<file path="config.mk">
export PLATFORM = sky130hd
export DESIGN_NAME = byte_dac_loader
export DESIGN_NICKNAME = d
export VERILOG_FILES = /design/src/rtl/bdl_pkg.sv /design/src/rtl/bdl_byte_reg.sv /design/src/rtl/bdl_load_seq.sv /design/src/rtl/bdl_update_gen.sv /design/src/rtl/byte_dac_loader.sv
export SDC_FILE = /design/constraint.sdc
export NUM_CORES = 1
export LEC_CHECK = 0
export ABC_AREA = 0
export BUFFER_PORTS_ARGS = -buffer_cell sky130_fd_sc_hd__buf_2
export CAP_MARGIN = 40
export CORE_MARGIN = 3
export CORE_UTILIZATION = 35
export DETAILED_ROUTE_END_ITERATION = 10
export PLACE_DENSITY = 0.66
export SLEW_MARGIN = 25
export SYNTH_ARGS = -nofsm -noshare
export SYNTH_HDL_FRONTEND = slang
export SYNTH_SLANG_ARGS = --single-unit
</file>
<file path="constraint.sdc">
create_clock -name clk -period 2 [get_ports clk]
set_clock_uncertainty 0.05 [all_clocks]
set_input_delay 0.3 -clock clk [delete_from_list [all_inputs] [get_ports clk]]
set_output_delay 0.3 -clock clk [all_outputs]
set_load 0.05 [all_outputs]
</file>
<file path="src/rtl/bdl_pkg.sv">
package bdl_pkg;
   typedef enum logic [1:0] {
      PH_IDLE  = 2'd0,
      PH_PULSE = 2'd1,
      PH_HOLD  = 2'd2
   } ph_t;

   function automatic int ceil_div(input int num, input int den);
      return (num + den - 1) / den;
   endfunction

   function automatic int max2(input int a, input int b);
      return (a > b) ? a : b;
   endfunction
endpackage

</file>
<file path="src/rtl/bdl_byte_reg.sv">
module bdl_byte_reg #(
   parameter int W = 8
) (
   input  logic         clk,
   input  logic         rst_n,
   input  logic         en,
   input  logic [W-1:0] d,
   output logic [W-1:0] q
);
   initial begin
      assert (W >= 1) else $error("bdl_byte_reg: W must be at least 1");
   end

   always_ff @(posedge clk or negedge rst_n) begin
      if (!rst_n)  q <= '0;
      else if (en) q <= d;
   end
endmodule

</file>
<file path="src/rtl/bdl_load_seq.sv">
module bdl_load_seq
   import bdl_pkg::*;
#(
   parameter int LOAD_CYCLES = 2,
   parameter int HOLD_CYCLES = 1
) (
   input  logic clk,
   input  logic rst_n,
   input  logic start,
   output logic idle,
   output logic sel_n
);
   localparam int MAXC = max2(LOAD_CYCLES, HOLD_CYCLES);
   localparam int CW   = $clog2(MAXC + 1);
   localparam logic [CW-1:0] LOAD_M1 = CW'(LOAD_CYCLES - 1);
   localparam logic [CW-1:0] HOLD_M1 = CW'(HOLD_CYCLES - 1);

   initial begin
      assert (LOAD_CYCLES >= 1) else $error("bdl_load_seq: LOAD_CYCLES must be at least 1");
      assert (HOLD_CYCLES >= 1) else $error("bdl_load_seq: HOLD_CYCLES must be at least 1");
   end

   ph_t           ph_q;
   logic [CW-1:0] cnt_q;

   always_ff @(posedge clk or negedge rst_n) begin
      if (!rst_n) begin
         ph_q  <= PH_IDLE;
         cnt_q <= '0;
      end else begin
         unique case (ph_q)
            PH_IDLE: if (start) begin
               ph_q  <= PH_PULSE;
               cnt_q <= LOAD_M1;
            end
            PH_PULSE: if (cnt_q == '0) begin
               ph_q  <= PH_HOLD;
               cnt_q <= HOLD_M1;
            end else begin
               cnt_q <= cnt_q - 1'b1;
            end
            PH_HOLD: if (cnt_q == '0) begin
               ph_q <= PH_IDLE;
            end else begin
               cnt_q <= cnt_q - 1'b1;
            end
            default: ph_q <= PH_IDLE;
         endcase
      end
   end

   assign idle  = (ph_q == PH_IDLE);
   assign sel_n = (ph_q != PH_PULSE);

   // checker: length of each low strobe run
   localparam int RW = $clog2(LOAD_CYCLES + 2);
   logic [RW-1:0] low_run_q;
   always_ff @(posedge clk or negedge rst_n) begin
      if (!rst_n)      low_run_q <= '0;
      else if (!sel_n) low_run_q <= low_run_q + 1'b1;
      else             low_run_q <= '0;
   end

   assert_pulse_width_R4: assert property (@(posedge clk) disable iff (!rst_n)
      $rose(sel_n) |-> (low_run_q == RW'(LOAD_CYCLES)))
      else $error("strobe pulse length differs from LOAD_CYCLES");

   assert_start_pulls_low_R3: assert property (@(posedge clk) disable iff (!rst_n)
      (start && idle) |=> !sel_n)
      else $error("accepted start did not assert strobe");
endmodule

</file>
<file path="src/rtl/bdl_update_gen.sv">
module bdl_update_gen #(
   parameter int UPDATE_CYCLES = 2
) (
   input  logic clk,
   input  logic rst_n,
   input  logic commit,
   input  logic load_idle,
   input  logic load_start,
   output logic update
);
   localparam int CW = $clog2(UPDATE_CYCLES + 1);
   localparam logic [CW-1:0] UPD_M1 = CW'(UPDATE_CYCLES - 1);

   initial begin
      assert (UPDATE_CYCLES >= 1) else $error("bdl_update_gen: UPDATE_CYCLES must be at least 1");
   end

   logic          pend_q;
   logic [CW-1:0] cnt_q;
   logic          want;
   logic          fire;

   assign want = pend_q | commit;
   assign fire = want & load_idle & ~load_start & ~update;

   always_ff @(posedge clk or negedge rst_n) begin
      if (!rst_n) begin
         pend_q <= 1'b0;
         update <= 1'b0;
         cnt_q  <= '0;
      end else begin
         pend_q <= want & ~fire;
         if (fire) begin
            update <= 1'b1;
            cnt_q  <= UPD_M1;
         end else if (update) begin
            if (cnt_q == '0) update <= 1'b0;
            else             cnt_q  <= cnt_q - 1'b1;
         end
      end
   end

   // checker: length of each high run
   localparam int RW = $clog2(UPDATE_CYCLES + 2);
   logic [RW-1:0] hi_run_q;
   always_ff @(posedge clk or negedge rst_n) begin
      if (!rst_n)      hi_run_q <= '0;
      else if (update) hi_run_q <= hi_run_q + 1'b1;
      else             hi_run_q <= '0;
   end

   assert_update_width_R6: assert property (@(posedge clk) disable iff (!rst_n)
      $fell(update) |-> (hi_run_q == RW'(UPDATE_CYCLES)))
      else $error("update pulse length differs from UPDATE_CYCLES");

   assert_commit_not_lost_R9: assert property (@(posedge clk) disable iff (!rst_n)
      (commit && update) |=> (pend_q || update))
      else $error("commit during update pulse was dropped");
endmodule

</file>
<file path="src/rtl/byte_dac_loader.sv">
module byte_dac_loader
   import bdl_pkg::*;
#(
   parameter int BYTE_W        = 8,
   parameter int CLK_PERIOD_PS = 20000,
   parameter int MIN_PULSE_PS  = 40000,
   parameter int HOLD_CYCLES   = 1,
   parameter int UPDATE_CYCLES = 2,
   parameter bit TWOS_COMP     = 1'b0
) (
   input  logic                  clk,
   input  logic                  rst_n,
   input  logic [BYTE_W-1:0]     bus_wdata,
   input  logic                  bus_wr,
   input  logic                  bus_addr,
   input  logic                  bus_commit,
   output logic [2*BYTE_W-1:0]   dac_data,
   output logic                  dac_select_n,
   output logic                  dac_stage_ld_n,
   output logic                  dac_update
);
   localparam int WORD_W      = 2 * BYTE_W;
   localparam int LOAD_CYCLES = max2(1, ceil_div(MIN_PULSE_PS, CLK_PERIOD_PS));

   initial begin
      assert (BYTE_W >= 2)        else $error("byte_dac_loader: BYTE_W must be at least 2");
      assert (CLK_PERIOD_PS >= 1) else $error("byte_dac_loader: CLK_PERIOD_PS must be positive");
      assert (MIN_PULSE_PS >= 0)  else $error("byte_dac_loader: MIN_PULSE_PS must not be negative");
   end

   logic              load_idle;
   logic              strobe_n;
   logic              hi_en;
   logic              load_start;
   logic [BYTE_W-1:0] hi_q;
   logic [BYTE_W-1:0] lo_q;

   assign hi_en      = bus_wr & ~bus_addr & load_idle;
   assign load_start = bus_wr &  bus_addr & load_idle & ~dac_update;

   bdl_byte_reg #(.W(BYTE_W)) u_hi (
      .clk(clk), .rst_n(rst_n), .en(hi_en), .d(bus_wdata), .q(hi_q));

   bdl_byte_reg #(.W(BYTE_W)) u_lo (
      .clk(clk), .rst_n(rst_n), .en(load_start), .d(bus_wdata), .q(lo_q));

   bdl_load_seq #(.LOAD_CYCLES(LOAD_CYCLES), .HOLD_CYCLES(HOLD_CYCLES)) u_seq (
      .clk(clk), .rst_n(rst_n), .start(load_start),
      .idle(load_idle), .sel_n(strobe_n));

   bdl_update_gen #(.UPDATE_CYCLES(UPDATE_CYCLES)) u_upd (
      .clk(clk), .rst_n(rst_n), .commit(bus_commit),
      .load_idle(load_idle), .load_start(load_start), .update(dac_update));

   assign dac_select_n   = strobe_n;
   assign dac_stage_ld_n = strobe_n;

   generate
      if (TWOS_COMP) begin : g_twos
         assign dac_data = {~hi_q[BYTE_W-1], hi_q[BYTE_W-2:0], lo_q};
      end else begin : g_binary
         assign dac_data = {hi_q, lo_q};
      end
   endgenerate

   assert_no_update_in_load_R7: assert property (@(posedge clk) disable iff (!rst_n)
      !(dac_update && !load_idle))
      else $error("update strobe high during load window");

   assert_word_stable_R5: assert property (@(posedge clk) disable iff (!rst_n)
      ($past(!load_idle) && !load_idle) |-> $stable(dac_data))
      else $error("word changed inside load window");

   assert_blocked_by_update_R8: assert property (@(posedge clk) disable iff (!rst_n)
      (bus_wr && bus_addr && dac_update) |=> (dac_select_n && $stable(dac_data[BYTE_W-1:0])))
      else $error("low-byte write accepted during update pulse");

   assert_hi_capture_R2: assert property (@(posedge clk) disable iff (!rst_n)
      (bus_wr && !bus_addr && load_idle) |=> (dac_select_n &&
         (dac_data[WORD_W-2:BYTE_W] == $past(bus_wdata[BYTE_W-2:0]))))
      else $error("high byte not captured");
endmodule

</file>
==> results of run 1 <==
==> registers in the layout, summed over array words and instances, names as in the netlist <==
name	count
u_hi.q	8
u_lo.q	8
u_seq.cnt_q	2
u_seq.ph_q	2
u_upd.cnt_q	2
u_upd.pend_q	1
u_upd.update	1
==> synth_stat cells <==
library cell | count | area share (%)
sky130_fd_sc_hd__mux2_2 | 17 | 17
sky130_fd_sc_hd__a221oi_2 | 1 | 1.3
sky130_fd_sc_hd__nand4b_2 | 1 | 1.3
sky130_fd_sc_hd__buf_4 | 1 | 0.66
sky130_fd_sc_hd__o21a_1 | 1 | 0.66
sky130_fd_sc_hd__a21oi_1 | 3 | 1.3
sky130_fd_sc_hd__a31o_2 | 1 | 0.77
sky130_fd_sc_hd__a221oi_1 | 2 | 1.5
sky130_fd_sc_hd__nor2_1 | 2 | 0.66
sky130_fd_sc_hd__o21ai_0 | 1 | 0.44
sky130_fd_sc_hd__nand2_1 | 3 | 0.99
sky130_fd_sc_hd__o2111ai_1 | 1 | 0.77
sky130_fd_sc_hd__xnor2_1 | 1 | 0.77
sky130_fd_sc_hd__o22ai_1 | 1 | 0.55
sky130_fd_sc_hd__nand2b_1 | 3 | 1.6
sky130_fd_sc_hd__inv_1 | 11 | 3.6
sky130_fd_sc_hd__and3b_1 | 1 | 0.77
sky130_fd_sc_hd__mux2_1 | 1 | 0.99
sky130_fd_sc_hd__nand3b_1 | 2 | 1.3
sky130_fd_sc_hd__ha_1 | 9 | 9.9
sky130_fd_sc_hd__dfrtp_1 | 24 | 53
sky130_fd_sc_hd__a2bb2oi_1 | 1 | 0.77
==> through the flow <==
step / cells / setup WS [ns] / hold WS (ns)
after global placement: 162 / 0.374 / 0.252
after detailed placement: 162 / 0.295 / 0.260
after floorplan: 88 / 0.349 / -0.0456
after global routing: 167 / 0.121 / 0.170
final: 167 / 0.272 / 0.182
after CTS: 167 / 0.255 / 0.177
==> layer usage <==
layer	wire (um)	global-route usage, %	part of all wire [%]	up-vias
li1	-	-	-	374
met1	968	15.3	48	360
met2	922	16.3	45	21
met3	122	2.85	6.0	2
met4	20	4.13	0.98	0
met5	0	0	0	-
==> worst min path at each step <==
stage / start / endpoint / cells after the start / slack, ns
floorplan: rst_n / u_hi.q[0]$_DFFE_PN0P_ / 0 / -0.05
global placement: rst_n / u_hi.q[5]$_DFFE_PN0P_ / 1 / 0.25
detailed placement: rst_n / u_hi.q[5]$_DFFE_PN0P_ / 1 / 0.26
CTS: bus_wdata[0] / u_hi.q[0]$_DFFE_PN0P_ / 2 / 0.18
global route: bus_wdata[0] / u_hi.q[0]$_DFFE_PN0P_ / 2 / 0.17
finish: bus_wdata[3] / u_hi.q[3]$_DFFE_PN0P_ / 2 / 0.18
==> worst reg2reg max path, cell delays in order, from the launching register on <==
cell	delay, ns
sky130_fd_sc_hd__dfrtp_1	0.42
sky130_fd_sc_hd__inv_1	0.09
sky130_fd_sc_hd__ha_1	0.27
sky130_fd_sc_hd__nand4b_2	0.26
sky130_fd_sc_hd__o2111ai_1	0.24
sky130_fd_sc_hd__a31o_2	0.29
==> cell type report <==
class	instances	area [um^2]	share of cell area, %
flip-flops and latches	24	601	43.2
multi-input cells	52	493	35.4
repair buffers	32	165	11.9
well taps	44	55.1	3.96
inverters	11	41.3	2.97
clock buffers	4	36.3	2.61
==> cells by family (layout without fill, tap and decap cells) <==
kind of cell / after synthesis / after routing / synth area share, %
buffers and inverters: 12 / 47 / 4.27
AO/OA/AOI/OAI: 12 / 12 / 8.11
AND/OR/NAND/NOR: 12 / 12 / 6.68
multiplexers: 18 / 18 / 17.7
adder cells (fa/ha/maj): 9 / 9 / 9.86
XOR/XNOR: 1 / 1 / 0.767
flip-flops: 24 / 24 / 52.6
==> layout by cell type, fill, tap and decap left out <==
cell / netlist / layout
sky130_fd_sc_hd__a21oi_1: 3 / 3
sky130_fd_sc_hd__a221oi_1: 2 / 2
sky130_fd_sc_hd__a221oi_2: 1 / 1
sky130_fd_sc_hd__a2bb2oi_1: 1 / 1
sky130_fd_sc_hd__a31o_2: 1 / 1
sky130_fd_sc_hd__and3b_1: 1 / 1
sky130_fd_sc_hd__buf_2: 0 / 31
sky130_fd_sc_hd__clkbuf_4: 0 / 3
sky130_fd_sc_hd__clkbuf_8: 0 / 1
sky130_fd_sc_hd__dfrtp_1: 24 / 24
sky130_fd_sc_hd__dlygate4sd3_1: 0 / 1
sky130_fd_sc_hd__ha_1: 9 / 9
sky130_fd_sc_hd__inv_1: 11 / 11
sky130_fd_sc_hd__mux2_1: 1 / 1
sky130_fd_sc_hd__mux2_2: 17 / 17
sky130_fd_sc_hd__nand2_1: 3 / 3
sky130_fd_sc_hd__nand2b_1: 3 / 3
sky130_fd_sc_hd__nand3b_1: 2 / 2
sky130_fd_sc_hd__nand4b_2: 1 / 1
sky130_fd_sc_hd__nor2_1: 2 / 2
sky130_fd_sc_hd__o2111ai_1: 1 / 1
sky130_fd_sc_hd__o21a_1: 1 / 1
sky130_fd_sc_hd__o21ai_0: 1 / 1
sky130_fd_sc_hd__o22ai_1: 1 / 1
sky130_fd_sc_hd__xnor2_1: 1 / 1
==> what timing repair did <==
item / 4_1_cts / 5_1_grt
setup endpoints to repair: 0 / 0
endpoints found under the hold margin: 24 / 0
hold buffers: 1 / 0
==> impl_metrics.sql, run 1 <==
INSERT INTO impl_metrics (metric_group, metric, value, unit) VALUES
('placed_design', 'placed_cell_area', '0.00135', 'mm^2'),
('timing', 'timing.final.crit_period', '1.73', 'ns'),
('drt', 'vias', '757', ''),
('setup_path', 'crit_type', 'register to primary output', ''),
('drt', 'drt.antenna.violating_nets', '0', ''),
('global_routing', 'grt_pass1_wl', '3.49', 'mm'),
('global_routing', 'number_of_antenna_violations_at_the_first_check_in_global_routing', '0', ''),
('yosys', 'yosysSeqAreaShare', '52.6', '%'),
('setup_path', 'cp_top_family', 'flip-flops', ''),
('yosys', 'syn_inst', '88', ''),
('setup_path', 'slowest_stage', 'sky130_fd_sc_hd__dfrtp_1', ''),
('clocking', 'ctsResizeCount', '0', ''),
('timing', 'setup_violations', '0', ''),
('yosys', 'ys_ff_latch', '24', ''),
('clocking', 'worst_setup_hold_path_clk_slew', '0.13', 'ns'),
('yosys', 'synthDistinctLibCells', '22', ''),
('setup_path', 'crit_path_buf_inv_count', '3', ''),
('cells_and_area', 'drive_above_1_share', '44.7', '%'),
('setup_path', 'setup.reg_to_reg.worst_slack', '0.29', 'ns'),
('cells_and_area', 'finalInstanceArea', '0.00139', 'mm^2'),
('timing', 'fmax', '579', 'MHz'),
('die', 'io-pin-count', '32', ''),
('drt', 'drt-initial-drc-count', '26', ''),
('timing', 'slew_violations', '0', ''),
('yosys', 'synth.yosys.warnings', '0', ''),
('setup_path', 'critPathLaunch', 'u_seq.ph_q[1]$_DFFE_PN0P_', ''),
('cells_and_area', 'filler_cell_count', '288', ''),
('clocking', 'tritoncts.num_buffers', '3', ''),
('placed_design', 'hpwl_detailed', '1.55', 'mm'),
('cells_and_area', 'final_util', '45.2', '%'),
('die', 'placementRows', '20', ''),
('cells_and_area', 'diodes', '0', ''),
('setup_path', 'rr_worst_depth', '5', ''),
('clocking', 'clock_tree_from_tritoncts', 'yes', ''),
('setup_path', 'cell_by_cell_listing_of_the_critical_path', 'inv_1 > ha_1 > inv_1 > buf_2', ''),
('timing', 'worst-slew-pin-transition', '0.509', 'ns'),
('setup_path', 'end_kind', 'primary output', ''),
('setup_path', 'timing.critical_path.arrival', '1.38', 'ns'),
('clocking', 'post_cts_buffers', '0', ''),
('timing', 'hold_viol_final', '0', ''),
('setup_path', 'crit_top_cell', 'sky130_fd_sc_hd__inv_1', ''),
('global_routing', 'grt.overflow.total', '0', ''),
('drt', 'wl_per_cell', '12.2', 'um'),
('setup_path', 'timing.critical_path.from_type', 'register', ''),
('die', 'die_y', '63.1', 'um'),
('drt', 'drt-vias-per-instance', '4.53', ''),
('global_routing', 'grt_pass1_vias', '778', ''),
('drt', 'postRouteWirelength', '2.03', 'mm'),
('setup_path', 'end_point_of_the_critical_path', 'dac_select_n', ''),
('setup_path', 'timing.critical_path.fanout_max', '5', ''),
('yosys', 'avg_inst_size_synth', '13.0', 'um^2'),
('clocking', 'cts_max_path_buffers', '2', ''),
('die', 'dieArea', '0.00399', 'mm^2'),
('drt', 'detail_route.drc_violations', '0', ''),
('cells_and_area', 'layout-area-overhead-vs-synth', '21.8', '%'),
('yosys', 'synth.cell_area', '0.00114', 'mm^2'),
('status', 'result_of_the_run', 'finished clean', ''),
('drt', 'pre_antenna_drt_iters', '4', ''),
('setup_path', 'worst_endpoint_required_time', '1.65', 'ns'),
('timing', 'grt_setup_unrepaired', 'no', ''),
('die', 'die_width', '63.1', 'um'),
('cells_and_area', 'nets', '146', ''),
('global_routing', 'grt_start_max_net_pins', '25', ''),
('run', 'timing.max_cap.violations', '0', ''),
('die', 'core_area', '0.00308', 'mm^2'),
('setup_path', 'critical_path_cell_count', '4', ''),
('yosys', 'syn-num-nets', '110', ''),
('timing', 'min_period_over_period', '86.4', '%'),
('setup_path', 'critical_register_to_register_path_startpoint', 'u_seq.ph_q[0]$_DFFE_PN0P_', ''),
('timing', 'setup_total_negative_slack', '0', 'ns'),
('global_routing', 'grt_util_all_layers', '11.0', '%'),
('clocking', 'clock_latency', '0.30', 'ns'),
('clocking', 'cts-htree-levels', '1', ''),
('setup_path', 'max_stage_delay', '0.42', 'ns'),
('clocking', 'clockRootBuffer', 'sky130_fd_sc_hd__clkbuf_4', ''),
('hold_path', 'holdCritPathClass', 'primary input to register', ''),
('timing', 'relSlewSlack', '66.1', '%'),
('setup_path', 'timing.rr.end', 'u_upd.cnt_q[1]$_DFFE_PN0P_', ''),
('placed_design', 'buffer_ports.inserted', '31', ''),
('die', 'effective_utilization_at_floorplan', '37.1', '%'),
('placed_design', 'gp_routability_congestion', '0.750', ''),
('clocking', 'clock_sink_count', '24', '');
Power of run 1 is left out: the tool's default activity adds up to more than one toggle a clock period on the data nets, which glitch-free logic cannot reach.
==> inputs of run 2 (changes only) <==
--- a/config.mk
+++ b/config.mk
@@ -12,6 +12,7 @@
 export CORE_UTILIZATION = 35
 export DETAILED_ROUTE_END_ITERATION = 10
 export PLACE_DENSITY = 0.66
+export REMOVE_ABC_BUFFERS = 1
 export SLEW_MARGIN = 25
 export SYNTH_ARGS = -nofsm -noshare
 export SYNTH_HDL_FRONTEND = slang
==> run 2 against run 1 <==
  * Die area did not move
  * Sequential share of layout area rose by 0.43 points
  * Worst hold slack improved by 0.0080 ns
  * Worst setup slack got worse by 0.020 ns
  * Cell count fell by 0.60%
  * Fmax fell by 1.2%
  * Global-route usage rose by 0.71 points
  * Sequential cell count did not move
  * Routed wire length rose by 2.6%
  * First-iteration DRC count fell by 15%
  * Design area fell by 0.99%
  * Utilization fell by 0.45 points
  * Critical path type unchanged
  * Critical endpoint is now dac_stage_ld_n
  * Highest routed layer unchanged
==> impl_metrics.sql, run 2 (synthesized netlist as in run 1, its figures left out) <==
INSERT INTO impl_metrics (metric_group, metric, value, unit) VALUES
('status', 'result_of_the_run', 'finished clean', ''),
('global_routing', 'grt_util_all_layers', '11.7', '%'),
('run', 'timing.max_cap.violations', '0', ''),
('placed_design', 'gp_routability_congestion', '0.701', ''),
('drt', 'pre_antenna_drt_iters', '3', ''),
('placed_design', 'hpwl_detailed', '1.65', 'mm'),
('cells_and_area', 'mostFrequentLayoutCells', '31 x sky130_fd_sc_hd__buf_2, 24 x sky130_fd_sc_hd__dfrtp_1, 17 x sky130_fd_sc_hd__mux2_2', ''),
('clocking', 'clock_tree_from_tritoncts', 'yes', ''),
('timing', 'setup_violations', '0', ''),
('timing', 'fmax', '572', 'MHz'),
('clocking', 'clockRootBuffer', 'sky130_fd_sc_hd__clkbuf_4', ''),
('setup_path', 'end_kind', 'primary output', ''),
('clocking', 'tritoncts.num_buffers', '3', ''),
('cells_and_area', 'commonest_non_fill_non_tap_cell_in_the_layout', 'sky130_fd_sc_hd__buf_2', ''),
('cells_and_area', 'layout-area-overhead-vs-synth', '20.6', '%'),
('timing', 'relSlewSlack', '64.8', '%'),
('setup_path', 'critPathLaunch', 'u_seq.ph_q[1]$_DFFE_PN0P_', ''),
('die', 'effective_utilization_at_floorplan', '37.1', '%'),
('setup_path', 'crit_type', 'register to primary output', ''),
('global_routing', 'grt_start_max_net_pins', '25', ''),
('global_routing', 'number_of_antenna_violations_at_the_first_check_in_global_routing', '0', ''),
('hold_path', 'holdCritPathClass', 'primary input to register', ''),
('setup_path', 'end_point_of_the_critical_path', 'dac_stage_ld_n', ''),
('global_routing', 'grt.overflow.total', '0', ''),
('cells_and_area', 'diodes', '0', ''),
('timing', 'worst-slew-pin-transition', '0.528', 'ns'),
('global_routing', 'grt_pass1_wl', '3.72', 'mm'),
('drt', 'wl_per_cell', '12.6', 'um'),
('drt', 'vias', '777', ''),
('timing', 'timing.final.crit_period', '1.75', 'ns'),
('drt', 'drt-vias-per-instance', '4.68', ''),
('placed_design', 'buffer_ports.inserted', '31', ''),
('cells_and_area', 'drive_above_1_share', '44.3', '%'),
('clocking', 'cts_max_path_buffers', '2', ''),
('setup_path', 'rr_worst_depth', '5', ''),
('die', 'io-pin-count', '32', ''),
('timing', 'grt_setup_unrepaired', 'no', ''),
('drt', 'detail_route.drc_violations', '0', ''),
('timing', 'setup_total_negative_slack', '0', 'ns'),
('cells_and_area', 'nets', '146', ''),
('hold_path', 'holdCritStartpoint', 'bus_wdata[5]', ''),
('drt', 'postRouteWirelength', '2.09', 'mm'),
('cells_and_area', 'combined_flip_flop_and_latch_cell_area', '601', 'um^2'),
('setup_path', 'worst_endpoint_required_time', '1.65', 'ns'),
('setup_path', 'setup.reg_to_reg.worst_slack', '0.30', 'ns'),
('die', 'placementRows', '20', ''),
('clocking', 'cts-htree-levels', '1', ''),
('global_routing', 'grt_pass1_vias', '861', ''),
('clocking', 'clock_sink_count', '24', ''),
('clocking', 'ctsResizeCount', '0', ''),
('cells_and_area', 'multi_input_comb_area', '493', 'um^2'),
('timing', 'slew_violations', '0', ''),
('timing', 'hold_viol_final', '0', ''),
('drt', 'drt-initial-drc-count', '22', ''),
('die', 'dieArea', '0.00399', 'mm^2'),
('clocking', 'worst_setup_hold_path_clk_slew', '0.12', 'ns'),
('clocking', 'clock_latency', '0.30', 'ns'),
('setup_path', 'timing.critical_path.from_type', 'register', ''),
('drt', 'drt.antenna.violating_nets', '0', ''),
('setup_path', 'timing.critical_path.arrival', '1.40', 'ns'),
('cells_and_area', 'filler_cell_count', '297', ''),
('cells_and_area', 'largestRegisters', 'u_hi.q x8, u_lo.q x8', ''),
('die', 'die_y', '63.1', 'um'),
('setup_path', 'critical_register_to_register_path_startpoint', 'u_seq.ph_q[0]$_DFFE_PN0P_', ''),
('die', 'core_area', '0.00308', 'mm^2'),
('die', 'die_width', '63.1', 'um'),
('setup_path', 'timing.critical_path.fanout_max', '5', ''),
('timing', 'min_period_over_period', '87.4', '%'),
('setup_path', 'timing.rr.end', 'u_upd.cnt_q[1]$_DFFE_PN0P_', '');
-- run 2: changes by cell type in the layout (fill, tap and decap cells not counted), sizes merged --
cell / delta
clkbuf: -1
-- run 2: worst min-delay path by stage --
stage                             to  slack (ns)  cells past startpoint
3_3_place_gp   u_hi.q[4]$_DFFE_PN0P_        0.25                      1
4_1_cts        u_lo.q[2]$_DFFE_PN0P_        0.18                      2
2_1_floorplan  u_hi.q[0]$_DFFE_PN0P_       -0.05                      0
6_report       u_hi.q[5]$_DFFE_PN0P_        0.19                      2
3_5_place_dp   u_hi.q[4]$_DFFE_PN0P_        0.26                      1
5_1_grt        u_lo.q[5]$_DFFE_PN0P_        0.17                      2
-- run 2: repair_timing --
item	4_1_cts	5_1_grt
setup buffers	0	0
endpoints found under the hold margin	24	0
hold buffers	1	0
setup endpoints to repair	0	0
-- run 2: metal layers --
layer	track usage, %	vias to the layer above	routed length, um
li1	-	374	-
met1	14.9	376	1010
met5	0	-	0
met2	18.6	25	903
met4	4.13	0	14
met3	3.74	2	158
-- run 2: stage by stage --
stage,setup WS (ns),cell area [um^2],utilization [%],hold slack [ns],instances
after global routing,0.130,1380,44.8,0.169,166
after floorplan,0.349,1130,-,-0.0456,87
after global placement,0.375,1350,43.7,0.246,162
after detailed placement,0.273,1350,43.7,0.264,162
after CTS,0.235,1380,44.8,0.181,166
final,0.252,1380,44.8,0.190,166
-- run 2: critical path: stages (launching register included) --
cell	delay, ns
sky130_fd_sc_hd__dfrtp_1	0.42
sky130_fd_sc_hd__inv_1	0.12
sky130_fd_sc_hd__ha_1	0.27
sky130_fd_sc_hd__inv_1	0.07
sky130_fd_sc_hd__buf_2	0.21
-- run 2: cell type report --
| type | instances | area share [%] |
|---|---|---|
| Clock buffer | 3 | 1.63 |
| Inverter | 11 | 3.00 |
| Multi-Input combinational cell | 52 | 35.8 |
| Sequential cell | 24 | 43.6 |
| Tap cell | 44 | 4.00 |
| Timing Repair Buffer | 32 | 12.0 |
Power of run 2 is left out for the same reason.
